**config.mk**
```make
export PLATFORM = sky130hd
export DESIGN_NAME = dac_i2c_write_rx
export DESIGN_NICKNAME = d
export VERILOG_FILES = /design/src/rtl/dacw_pkg.sv /design/src/rtl/dacw_bus_sync.sv /design/src/rtl/dacw_nv_timer.sv /design/src/rtl/dacw_frame_fsm.sv /design/src/rtl/dac_i2c_write_rx.sv
export SDC_FILE = /design/constraint.sdc
export NUM_CORES = 1
export LEC_CHECK = 0
export ABC_AREA = 1
export ABC_CLOCK_PERIOD_IN_PS = 2100
export BUFFER_PORTS_ARGS = -buffer_cell sky130_fd_sc_hd__buf_2
export CORE_MARGIN = 2
export CORE_UTILIZATION = 50
export CTS_BUF_LIST = sky130_fd_sc_hd__clkbuf_8 sky130_fd_sc_hd__clkbuf_16
export DETAILED_ROUTE_END_ITERATION = 12
export HOLD_SLACK_MARGIN = 0.02
export PLACE_DENSITY = 0.69
export SKIP_LAST_GASP = 1
export SLEW_MARGIN = 20
export SYNTH_ARGS = -nofsm -noshare
export SYNTH_HDL_FRONTEND = slang
export SYNTH_HIERARCHICAL = 1
export SYNTH_SLANG_ARGS = --single-unit
export TNS_END_PERCENT = 1
```
**constraint.sdc**
```tcl
create_clock -name clk -period 2.1 [get_ports clk]
set_input_delay 0 -clock clk [delete_from_list [all_inputs] [get_ports clk]]
set_output_delay 0 -clock clk [all_outputs]
set_load 0.1 [all_outputs]
```
**src/rtl/dacw_pkg.sv**
```systemverilog
package dacw_pkg;
  localparam int DAC_W  = 12;
  localparam int PD_W   = 2;
  localparam int SEL_W  = 3;
  localparam int BYTE_W = 8;
  localparam int CMD_W  = 3;
  localparam int BCNT_W = $clog2(BYTE_W + 1);
  localparam int HI_W   = DAC_W - (BYTE_W / 2);

  localparam logic [3:0]       DEV_CODE   = 4'b1100;
  localparam logic [CMD_W-1:0] CMD_DAC    = 3'b010;
  localparam logic [CMD_W-1:0] CMD_DAC_NV = 3'b011;

  typedef enum logic [1:0] {PH_IDLE, PH_BITS, PH_ACK, PH_SKIP} phase_t;
  typedef enum logic [1:0] {SL_ADDR, SL_CMD, SL_HI, SL_LO} slot_t;
endpackage

```
**src/rtl/dacw_bus_sync.sv**
```systemverilog
module dacw_bus_sync #(
  parameter int STAGES = 2
) (
  input  logic clk,
  input  logic rst,
  input  logic scl_i,
  input  logic sda_i,
  output logic sda_s,
  output logic scl_rise,
  output logic scl_fall,
  output logic start_evt,
  output logic stop_evt
);
  logic [STAGES-1:0] scl_pipe;
  logic [STAGES-1:0] sda_pipe;
  logic scl_q, sda_q, scl_now;

  generate
    for (genvar g = 0; g < STAGES; g++) begin : g_stage
      if (g == 0) begin : g_first
        always_ff @(posedge clk) begin
          if (rst) begin
            scl_pipe[g] <= 1'b1;
            sda_pipe[g] <= 1'b1;
          end else begin
            scl_pipe[g] <= scl_i;
            sda_pipe[g] <= sda_i;
          end
        end
      end else begin : g_next
        always_ff @(posedge clk) begin
          if (rst) begin
            scl_pipe[g] <= 1'b1;
            sda_pipe[g] <= 1'b1;
          end else begin
            scl_pipe[g] <= scl_pipe[g-1];
            sda_pipe[g] <= sda_pipe[g-1];
          end
        end
      end
    end
  endgenerate

  always_ff @(posedge clk) begin
    if (rst) begin
      scl_q <= 1'b1;
      sda_q <= 1'b1;
    end else begin
      scl_q <= scl_pipe[STAGES-1];
      sda_q <= sda_pipe[STAGES-1];
    end
  end

  assign scl_now   = scl_pipe[STAGES-1];
  assign sda_s     = sda_pipe[STAGES-1];
  assign scl_rise  = scl_now & ~scl_q;
  assign scl_fall  = ~scl_now & scl_q;
  assign start_evt = scl_now & scl_q & sda_q & ~sda_s;
  assign stop_evt  = scl_now & scl_q & ~sda_q & sda_s;
endmodule

```
**src/rtl/dacw_nv_timer.sv**
```systemverilog
module dacw_nv_timer #(
  parameter int NV_CYCLES = 5000
) (
  input  logic clk,
  input  logic rst,
  input  logic start,
  output logic busy
);
  localparam int CNT_W = (NV_CYCLES > 1) ? $clog2(NV_CYCLES) : 1;
  localparam logic [CNT_W-1:0] LOAD = CNT_W'(NV_CYCLES - 1);

  logic [CNT_W-1:0] cnt_q;

  always_ff @(posedge clk) begin
    if (rst) begin
      busy  <= 1'b0;
      cnt_q <= '0;
    end else if (start && !busy) begin
      busy  <= 1'b1;
      cnt_q <= LOAD;
    end else if (busy) begin
      if (cnt_q == '0) busy <= 1'b0;
      else             cnt_q <= cnt_q - 1'b1;
    end
  end

  // a run must not end before the counter drains
  assert_busy_drain_R5: assert property (@(posedge clk) disable iff (rst)
    (busy && cnt_q != '0) |=> busy);
endmodule

```
**src/rtl/dacw_frame_fsm.sv**
```systemverilog
module dacw_frame_fsm
  import dacw_pkg::*;
(
  input  logic             clk,
  input  logic             rst,
  input  logic             sda_s,
  input  logic             scl_rise,
  input  logic             scl_fall,
  input  logic             start_evt,
  input  logic             stop_evt,
  input  logic [SEL_W-1:0] dev_sel,
  input  logic             busy,
  output logic             sda_oe,
  output logic [DAC_W-1:0] dac_code,
  output logic [PD_W-1:0]  dac_pd,
  output logic             nv_go
);
  phase_t            phase;
  slot_t             slot;
  logic [BCNT_W-1:0] bit_cnt;
  logic [BYTE_W-1:0] shreg;
  logic [CMD_W-1:0]  cmd_q;
  logic [PD_W-1:0]   pd_q;
  logic [BYTE_W-1:0] hi_q;
  logic              byte_ok, byte_done, group_end, cmd_known;
  slot_t             slot_nx;

  always_comb begin
    case (slot)
      SL_ADDR: byte_ok = (shreg[7:1] == {DEV_CODE, dev_sel}) && !shreg[0];
      SL_CMD:  byte_ok = !busy;
      default: byte_ok = 1'b1;
    endcase
  end

  always_comb begin
    case (slot)
      SL_ADDR: slot_nx = SL_CMD;
      SL_CMD:  slot_nx = SL_HI;
      SL_HI:   slot_nx = SL_LO;
      default: slot_nx = SL_CMD;
    endcase
  end

  assign byte_done = (phase == PH_BITS) && scl_fall && (bit_cnt == BCNT_W'(BYTE_W));
  assign group_end = (phase == PH_ACK) && scl_fall && (slot == SL_LO);
  assign cmd_known = (cmd_q == CMD_DAC) || (cmd_q == CMD_DAC_NV);
  assign nv_go     = group_end && (cmd_q == CMD_DAC_NV) && !start_evt && !stop_evt;

  always_ff @(posedge clk) begin
    if (rst) begin
      phase    <= PH_IDLE;
      slot     <= SL_ADDR;
      bit_cnt  <= '0;
      shreg    <= '0;
      cmd_q    <= '0;
      pd_q     <= '0;
      hi_q     <= '0;
      sda_oe   <= 1'b0;
      dac_code <= '0;
      dac_pd   <= '0;
    end else if (start_evt) begin
      phase   <= PH_BITS;
      slot    <= SL_ADDR;
      bit_cnt <= '0;
      sda_oe  <= 1'b0;
    end else if (stop_evt) begin
      phase  <= PH_IDLE;
      sda_oe <= 1'b0;
    end else begin
      case (phase)
        PH_BITS: begin
          if (scl_rise) begin
            shreg   <= {shreg[BYTE_W-2:0], sda_s};
            bit_cnt <= bit_cnt + 1'b1;
          end else if (byte_done) begin
            if (byte_ok) begin
              phase  <= PH_ACK;
              sda_oe <= 1'b1;
              if (slot == SL_CMD) begin
                cmd_q <= shreg[7:5];
                pd_q  <= shreg[2:1];
              end
              if (slot == SL_HI) hi_q <= shreg;
            end else begin
              phase <= PH_SKIP;
            end
          end
        end
        PH_ACK: begin
          if (scl_fall) begin
            sda_oe  <= 1'b0;
            phase   <= PH_BITS;
            bit_cnt <= '0;
            slot    <= slot_nx;
            if (group_end && cmd_known) begin
              dac_code <= {hi_q, shreg[BYTE_W-1:BYTE_W-(DAC_W-HI_W)]};
              dac_pd   <= pd_q;
            end
          end
        end
        default: ;
      endcase
    end
  end

  // the acknowledge drive only moves on an SCL fall or a bus condition
  assert_oe_edge_R2: assert property (@(posedge clk) disable iff (rst)
    !$stable(sda_oe) |-> $past(scl_fall || start_evt || stop_evt));
  // the DAC register only changes on an SCL fall
  assert_dac_on_fall_R4: assert property (@(posedge clk) disable iff (rst)
    (!$stable(dac_code) || !$stable(dac_pd)) |-> $past(scl_fall));
  // the bit counter never runs past one byte
  assert_bitcnt_bound_R2: assert property (@(posedge clk) disable iff (rst)
    bit_cnt <= BCNT_W'(BYTE_W));
endmodule

```
**src/rtl/dac_i2c_write_rx.sv**
```systemverilog
module dac_i2c_write_rx
  import dacw_pkg::*;
#(
  parameter int NV_CYCLES   = 5000,
  parameter int SYNC_STAGES = 2
) (
  input  logic             clk,
  input  logic             rst,
  input  logic             scl_i,
  input  logic             sda_i,
  input  logic [SEL_W-1:0] dev_sel_i,
  output logic             sda_oe_o,
  output logic [DAC_W-1:0] dac_code_o,
  output logic [PD_W-1:0]  dac_pd_o,
  output logic             ready_o
);
  logic sda_s, scl_rise, scl_fall, start_evt, stop_evt;
  logic busy, nv_go;

  dacw_bus_sync #(.STAGES(SYNC_STAGES)) u_sync (
    .clk(clk), .rst(rst), .scl_i(scl_i), .sda_i(sda_i),
    .sda_s(sda_s), .scl_rise(scl_rise), .scl_fall(scl_fall),
    .start_evt(start_evt), .stop_evt(stop_evt)
  );

  dacw_frame_fsm u_fsm (
    .clk(clk), .rst(rst), .sda_s(sda_s), .scl_rise(scl_rise),
    .scl_fall(scl_fall), .start_evt(start_evt), .stop_evt(stop_evt),
    .dev_sel(dev_sel_i), .busy(busy), .sda_oe(sda_oe_o),
    .dac_code(dac_code_o), .dac_pd(dac_pd_o), .nv_go(nv_go)
  );

  dacw_nv_timer #(.NV_CYCLES(NV_CYCLES)) u_timer (
    .clk(clk), .rst(rst), .start(nv_go), .busy(busy)
  );

  assign ready_o = ~busy;

  // the DAC register is frozen while the write is running
  assert_busy_freeze_R6: assert property (@(posedge clk) disable iff (rst)
    $past(!ready_o) |-> ($stable(dac_code_o) && $stable(dac_pd_o)));
  // ready only falls right after a write-with-store group ends
  assert_ready_fall_R5: assert property (@(posedge clk) disable iff (rst)
    $fell(ready_o) |-> $past(nv_go));
  // ready stays high when no store is requested
  assert_ready_hold_R8: assert property (@(posedge clk) disable iff (rst)
    ($past(ready_o) && !$past(nv_go)) |-> ready_o);
endmodule

```
==> impl_results.md, run 1 <==
* Critical Path Sink Type: register
* Critical Path RT at 2.33 ns
* Startpoint types: register
* CP most frequent cell: inv_1
* Crit-path slowest cell: dfxtp_1
* WL met3 at 203 um
* M1 WL at 2990 um
* Sw Ratio at between 20% and 30%
* WHS Path Cells at 7
* Reg2reg start: u_fsm/phase[0]$_SDFFE_PP0P_
* CTS tree: built
* P_sw at around 550 uW
* Num ports at 23
* Die width at 85.4 um
* Clk pwr share at ~45%
* Die Y-Extent at 85.4 um
* Crit path kind: register to register
* Async set-reset flop share out of synthesis at 0%
* Post-route antenna net violation count at 0
* Clk slew on worst S/H paths at 0.07 ns
* DRC at 0
* Setup TNS at 0 ns
* Crit Path Max Fanout at 5
* Global-route wire length before repair at 10900 um
* I/O Buffers at 22
* Via count at 2791
* Max Buffers Root-to-Sink at 2
* Internal power at between 1500 and 2000 uW
* Final wirelength at 6170 um
* Number of buffers and inverters on the critical path at 4
* CTS sink count at 64
* Combinational Power Share at 4.6%
* Initial antenna violation count at 0
* Worst Path Arrival at a little over 2 ns
* Grt ovf at 0
* First-pass iteration count of the detailed router at 5
* Worst min path class: input pin to register
* R2r endpoint: u_timer/cnt_q[4]$_SDFFE_PP0P_
* Largest net degree at the start of global routing at 36
* Critical path cell sequence: inv_1 > ha_1 > nand2_1 > nor2_1 > inv_1 > nor3_1 > nand2_1 > inv_1 > nor2_1 > inv_1 > a21oi_1
* YS warnings at 6
* Critical path origin: u_fsm/phase[0]$_SDFFE_PP0P_
* Worst Skew at 0.00617 ns
* CP max stage delay at 0.31 ns
* Yosys reg bits at 64
* CTS buffer count at 9
* Number of synthesized flops with an enable pin at 0
* Top Metal Used: met4
* Die area at 7300 sq um
* Placer Congestion at 0.954
* Sequential area share after synthesis at between 30% and 40%
* Final nets at 521
* Root Driver: clkbuf_8
* Drt wl/cell at 10.5 um
* Outcome: complete, no violations
* Layout area overhead at 12.5%
* Netlist Area Pre-Place at 3310 sq um
* Met2 wire length at 2790 um
* Vias per cell at 4.76
* Worst vdd ir at roughly 0.4 mV
* Flop pwr share at 50.8%
* Min Clock Period, post-route at 1.84 ns
* Hold EP: u_fsm/sda_oe$_SDFFE_PP0P_
* Commonest non-fill, non-tap cell in the layout: inv_1
* Final Hold Viols at 0
* All-Layer GR Usage at a little under a fifth
* Initial drt markers at 106
* Main synth FF type: dfxtp_1
* Worst path top cell family by delay: simple AND/OR/NAND/NOR gates
* RSZ-0062 raised after global routing: false
* Max Slew Vio Count at 0
* Max Freq at 543 MHz
* Detailed placer's ending HPWL at roughly 4500 um
* Period utilization at 87.7%
* Diodes inserted at 0
* Hold_sp: dev_sel_i[1]
* Rows at 29
* Hold_ws at between 0.2 and 0.3 ns
* Vias in the first global route at roughly 2600
* Reg2Reg Setup Slack at ~0.26 ns
* Post-Syn Area per Cell at 7.01 sq um
* PD cells at 647 nW/um^2
* Final setup viols at 0
* Leakage at 0.00175 uW
* Depth of the CTS H-tree at 3
* Ratio of cells with drive above 1 in the final layout at 15.1%
* Worst Max-Slew Pin Slew at 0.485 ns
* Initial Util at approximately 52%
* # resized after CTS at 0
* Core area at 6390 sq um
* Max-Cap Viols at 0
* Post-synthesis net count at between 400 and 500
* Worst skew pair latency at 0.34 ns
* Most frequent cells in the layout: 98 x inv_1, 90 x nand2_1, 64 x dfxtp_1
* Post-Syn Instances at 473
* Reg2reg path depth at 11
* Slew HR at 67.9%
* Netlist cell types at 34
==> per-layer routing <==
metal / up-vias / GRT usage, %
met2: 44 / 31.0
met3: 16 / 3.31
li1: 1526 / -
met1: 1205 / 22.6
met5: - / 0
met4: 0 / 11.3
==> stage by stage <==
step / utilization [%] / cell area, sq um / instances / worst slack (ns) / total power, uW
after floorplan: - / 3310 / 473 / 0.453 / 1330
after global placement: 54.7 / 3490 / 567 / 0.384 / 1360
after detailed placement: 54.7 / 3490 / 567 / 0.253 / 1360
after CTS: 58.4 / 3730 / 586 / 0.238 / 2440
after global routing: 58.4 / 3730 / 586 / 0.0523 / 2510
final: 58.4 / 3730 / 586 / 0.258 / 2410
==> worst max-delay path by stage <==
stage	cells past startpoint	endpoint	slack, ns
CTS	11	u_timer/cnt_q[4]$_SDFFE_PP0P_	0.24
finish	11	u_timer/cnt_q[4]$_SDFFE_PP0P_	0.26
global placement	11	u_timer/cnt_q[4]$_SDFFE_PP0P_	0.38
global route	11	u_timer/cnt_q[3]$_SDFFE_PP0P_	0.05
floorplan	11	u_timer/cnt_q[4]$_SDFFE_PP0P_	0.45
detailed placement	11	u_timer/cnt_q[4]$_SDFFE_PP0P_	0.25
==> flip-flops by register name, summed over array words and instances (netlist names), 3 cells and up <==
name            cells
u_timer/cnt_q      13
u_fsm/dac_code     12
u_fsm/hi_q          8
u_fsm/shreg         8
u_fsm/bit_cnt       4
u_fsm/cmd_q         3
==> Yosys cell counts (2+ instances only) <==
library cell | number | area share (%)
inv_1 | 98 | 11
nand2_1 | 90 | 10
dfxtp_1 | 64 | 39
nor2_1 | 53 | 6.0
a21oi_1 | 37 | 5.6
nand4_1 | 20 | 3.8
o21ai_0 | 20 | 3.0
nand3_1 | 15 | 2.3
ha_1 | 10 | 3.8
o21ai_1 | 9 | 1.4
inv_2 | 6 | 0.68
nand2_2 | 5 | 0.94
nor2_4 | 5 | 1.7
or2_1 | 5 | 0.94
nor2_2 | 4 | 0.75
nor3_1 | 4 | 0.60
nand3_2 | 3 | 0.91
a21oi_2 | 2 | 0.53
buf_2 | 2 | 0.30
buf_4 | 2 | 0.45
buf_6 | 2 | 0.68
clkbuf_1 | 2 | 0.23
nand2_4 | 2 | 0.68
nand3_4 | 2 | 1.1
xor2_1 | 2 | 0.53
==> cell type report <==
class	instances	area, sq um
clock inverter	5	55.1
multi-input combinational	295	1580
inverter	105	399
tap	77	96.3
sequential	64	1280
timing repair buffer	29	170
clock buffer	11	151
fill	611	2660
==> timing repair <==
item	4_1_cts	5_1_grt
buffers inserted	0	0
endpoints found under the hold margin	4	0
setup endpoints to repair	0	0
hold buffers	3	0
==> power groups by stage <==
stage	logic, uW	registers [uW]	clock network (uW)
6_report	110	1230	1080
3_3_place_gp	104	1250	0
3_5_place_dp	106	1250	0
4_1_cts	110	1230	1110
2_1_floorplan	80.0	1250	0
5_1_grt	126	1230	1150
==> logic make-up (layout without fill, tap and decap cells) <==
family	Yosys count	after routing	synth area share, %
adders and majority gates	10	10	3.78
AOI/OAI and AO/OA	69	69	10.7
and+or+nand+nor	214	214	32.5
xor gates and xnor gates	2	2	0.529
buffers and inverters	114	150	13.8
DFF	64	64	38.7
==> worst reg2reg max path, cell delays in order, from the launching register on <==
cell     delay [ns]
dfxtp_1        0.31
inv_1          0.07
ha_1           0.23
nand2_1        0.10
nor2_1         0.20
inv_1          0.11
nor3_1         0.21
nand2_1        0.10
inv_1          0.11
nor2_1         0.08
inv_1          0.16
a21oi_1        0.06
No activity file was read; power rests on OpenSTA's default activity.
==> inputs of run 2 (changes only) <==
--- a/config.mk
+++ b/config.mk
@@ -8,7 +8,7 @@
 export ABC_AREA = 1
 export ABC_CLOCK_PERIOD_IN_PS = 2100
 export BUFFER_PORTS_ARGS = -buffer_cell sky130_fd_sc_hd__buf_2
-export CORE_MARGIN = 2
+export CORE_MARGIN = 1
 export CORE_UTILIZATION = 50
 export CTS_BUF_LIST = sky130_fd_sc_hd__clkbuf_8 sky130_fd_sc_hd__clkbuf_16
 export DETAILED_ROUTE_END_ITERATION = 12
==> impl_results.md, run 2 (synthesis gave the netlist of run 1 again) <==
* PnR Total Power at 2190 uW (-9.4%)
* Die area at 6960 sq um (-4.6%)
* Most frequent cells in the layout: 101 x inv_1, 90 x nand2_1, 64 x dfxtp_1
* Worst skew pair latency at 0.33 ns (about the same)
* Final nets at 520 (-0.19%)
* Global-route wire length before repair at 10800 um (-1.3%)
* Startpoint types: register
* Critical path cell sequence: inv_1 > ha_1 > nand2_1 > nor2_2 > inv_1 > nor3_1 > nand2_1 > inv_1 > nor2_1 > inv_1 > a21oi_1
* Largest Register: u_timer/cnt_q
* Die Y-Extent at 83.4 um (-2.3%)
* Worst path top cell family by delay: simple AND/OR/NAND/NOR gates
* Outcome: complete, no violations
* Vias per cell at 4.79 (+0.59%)
* Initial antenna violation count at 0 (unchanged)
* Crit-path slowest cell: dfxtp_1
* Critical Path Sink Type: register
* Reg2reg start: u_fsm/phase[0]$_SDFFE_PP0P_
* Initial drt markers at 136 (+28%)
* Final Hold Viols at 0 (unchanged)
* CP most frequent cell: inv_1
* Number of buffers and inverters on the critical path at 4 (unchanged)
* Final wirelength at 6180 um (+0.16%)
* Drt wl/cell at 10.6 um (+0.68%)
* Hold EP: u_fsm/sda_oe$_SDFFE_PP0P_
* Via count at 2793 (+0.072%)
* CTS sink count at 64 (unchanged)
* Grt ovf at 0 (unchanged)
* Largest net degree at the start of global routing at 36 (unchanged)
* Num ports at 23 (unchanged)
* Reg2Reg Setup Slack at 0.17 ns (-0.09 ns)
* Final setup viols at 0 (unchanged)
* Reg2reg path depth at 11 (unchanged)
* Crit Path Max Fanout at 5 (unchanged)
* Period utilization at 92.0% (+4.3 points)
* Placer Congestion at 0.838 (-12%)
* Finished Core Util at 57.5% (-0.90 points)
* Rows at 29 (unchanged)
* Worst Max-Slew Pin Slew at 0.623 ns (+0.138 ns)
* Clk slew on worst S/H paths at 0.07 ns (about the same)
* R2r endpoint: u_timer/cnt_q[3]$_SDFFE_PP0P_
* Max reg flops at 13 (unchanged)
* CTS tree: built
* All-Layer GR Usage at 19.0% (+0.31 points)
* Ratio of cells with drive above 1 in the final layout at 14.2% (-0.90 points)
* Max Freq at 518 MHz (-4.7%)
* Largest regs: u_timer/cnt_q: 13 flops, u_fsm/dac_code: 12 flops
* DRC at 0 (unchanged)
* Post-route cell area at 3670 sq um (-1.5%)
* Diodes inserted at 0 (unchanged)
* Max Slew Vio Count at 0 (unchanged)
* Critical Path RT at 2.32 ns (about the same)
* Placed cell count at 566 (-0.18%)
* Hold_sp: dev_sel_i[1]
* Post-route antenna net violation count at 0 (unchanged)
* Leakage at 0.00173 uW (-0.82%)
* Post-route insts no fill at 583 (-0.51%)
* CP max stage delay at 0.32 ns (about the same)
* Detailed placer's ending HPWL at 4500 um (+1.0%)
* Core area at 6390 sq um (unchanged)
* Depth of the CTS H-tree at 3 (unchanged)
* Layout area overhead at 10.8%
* Worst Skew at 0.00823 ns (+0.00206 ns)
* Vias in the first global route at 2576 (+0.78%)
* RSZ-0062 raised after global routing: true
* WHS Path Cells at 7 (unchanged)
* Die width at 83.4 um (-2.3%)
* First-pass iteration count of the detailed router at 4 (-1)
* PD cells at 596 nW/um^2 (-8.0%)
* Cell Area, Placed at 3480 sq um (-0.22%)
* Root Driver: clkbuf_8
* Initial Util at 51.9% (unchanged)
* Hold_ws at 0.244 ns (-0.00676 ns)
* Commonest non-fill, non-tap cell in the layout: inv_1
* Min Clock Period, post-route at 1.93 ns (+0.0907 ns)
* Slew HR at 58.4% (-9.5 points)
* Worst min path class: input pin to register
* Worst vdd ir at 0.486 mV (+21%)
* Max Buffers Root-to-Sink at 2 (unchanged)
* Worst Path Arrival at 2.15 ns (+0.08 ns)
* Crit path kind: register to register
* CTS buffer count at 9 (unchanged)
* Max-Cap Viols at 0 (unchanged)
* I/O Buffers at 22 (unchanged)
run 2: through the flow:
step                TNS [ns]  setup slack (ns)
global route          -0.325           -0.0687
finish                     0             0.168
floorplan                  0             0.453
detailed placement         0             0.158
CTS                        0             0.142
global placement           0             0.217
run 2: cell type report:
class	instances	area, sq um
clock buffers	10	138
clock inverters	4	16.3
repair buffers	28	163
inverters	105	399
flip-flops and latches	64	1280
fillers	631	2720
well taps	77	96.3
multi-input cells	295	1580
run 2: how the worst max path moves through the flow:
stage | start | end | slack [ns] | cells after the start
after floorplan | u_fsm/phase[0]$_SDFFE_PP0P_ | u_timer/cnt_q[4]$_SDFFE_PP0P_ | 0.45 | 11
after global placement | u_fsm/phase[0]$_SDFFE_PP0P_ | u_timer/cnt_q[10]$_SDFFE_PP0P_ | 0.22 | 11
after detailed placement | u_fsm/phase[0]$_SDFFE_PP0P_ | u_timer/cnt_q[3]$_SDFFE_PP0P_ | 0.16 | 11
after CTS | u_fsm/phase[0]$_SDFFE_PP0P_ | u_timer/cnt_q[3]$_SDFFE_PP0P_ | 0.14 | 11
after global routing | u_fsm/phase[0]$_SDFFE_PP0P_ | u_fsm/dac_code[1]$_SDFFE_PP0P_ | -0.07 | 7
final | u_fsm/phase[0]$_SDFFE_PP0P_ | u_timer/cnt_q[3]$_SDFFE_PP0P_ | 0.17 | 11
run 2: worst register-to-register path, cell delays in order, from the launching register on:
cell     delay [ns]
dfxtp_1        0.32
inv_1          0.08
ha_1           0.24
nand2_1        0.12
nor2_2         0.17
inv_1          0.09
nor3_1         0.26
nand2_1        0.11
inv_1          0.12
nor2_1         0.08
inv_1          0.18
a21oi_1        0.06
run 2: layer usage:
metal,part of all wire [%],vias up,track usage [%]
met4,1.7,0,8.78
met1,48,1222,22.7
li1,-,1528,-
met5,0,-,0
met2,48,36,32.9
met3,2.8,7,3.78
run 2: power breakdown:
group	total (uW)	leakage [uW]	switching [uW]	internal (uW)
registers	1230	0.000517	5.33	1220
logic	110	0.00112	73.0	37.4
clock network	848	0.0000918	415	432
run 2: repair_timing:
action | in CTS | in global routing
setup endpoints to repair | 0 | 11
hold endpoints to repair | 5 | 0
buffers inserted | 0 | 0
hold buffers | 3 | 0
gates resized for setup | 0 | 1
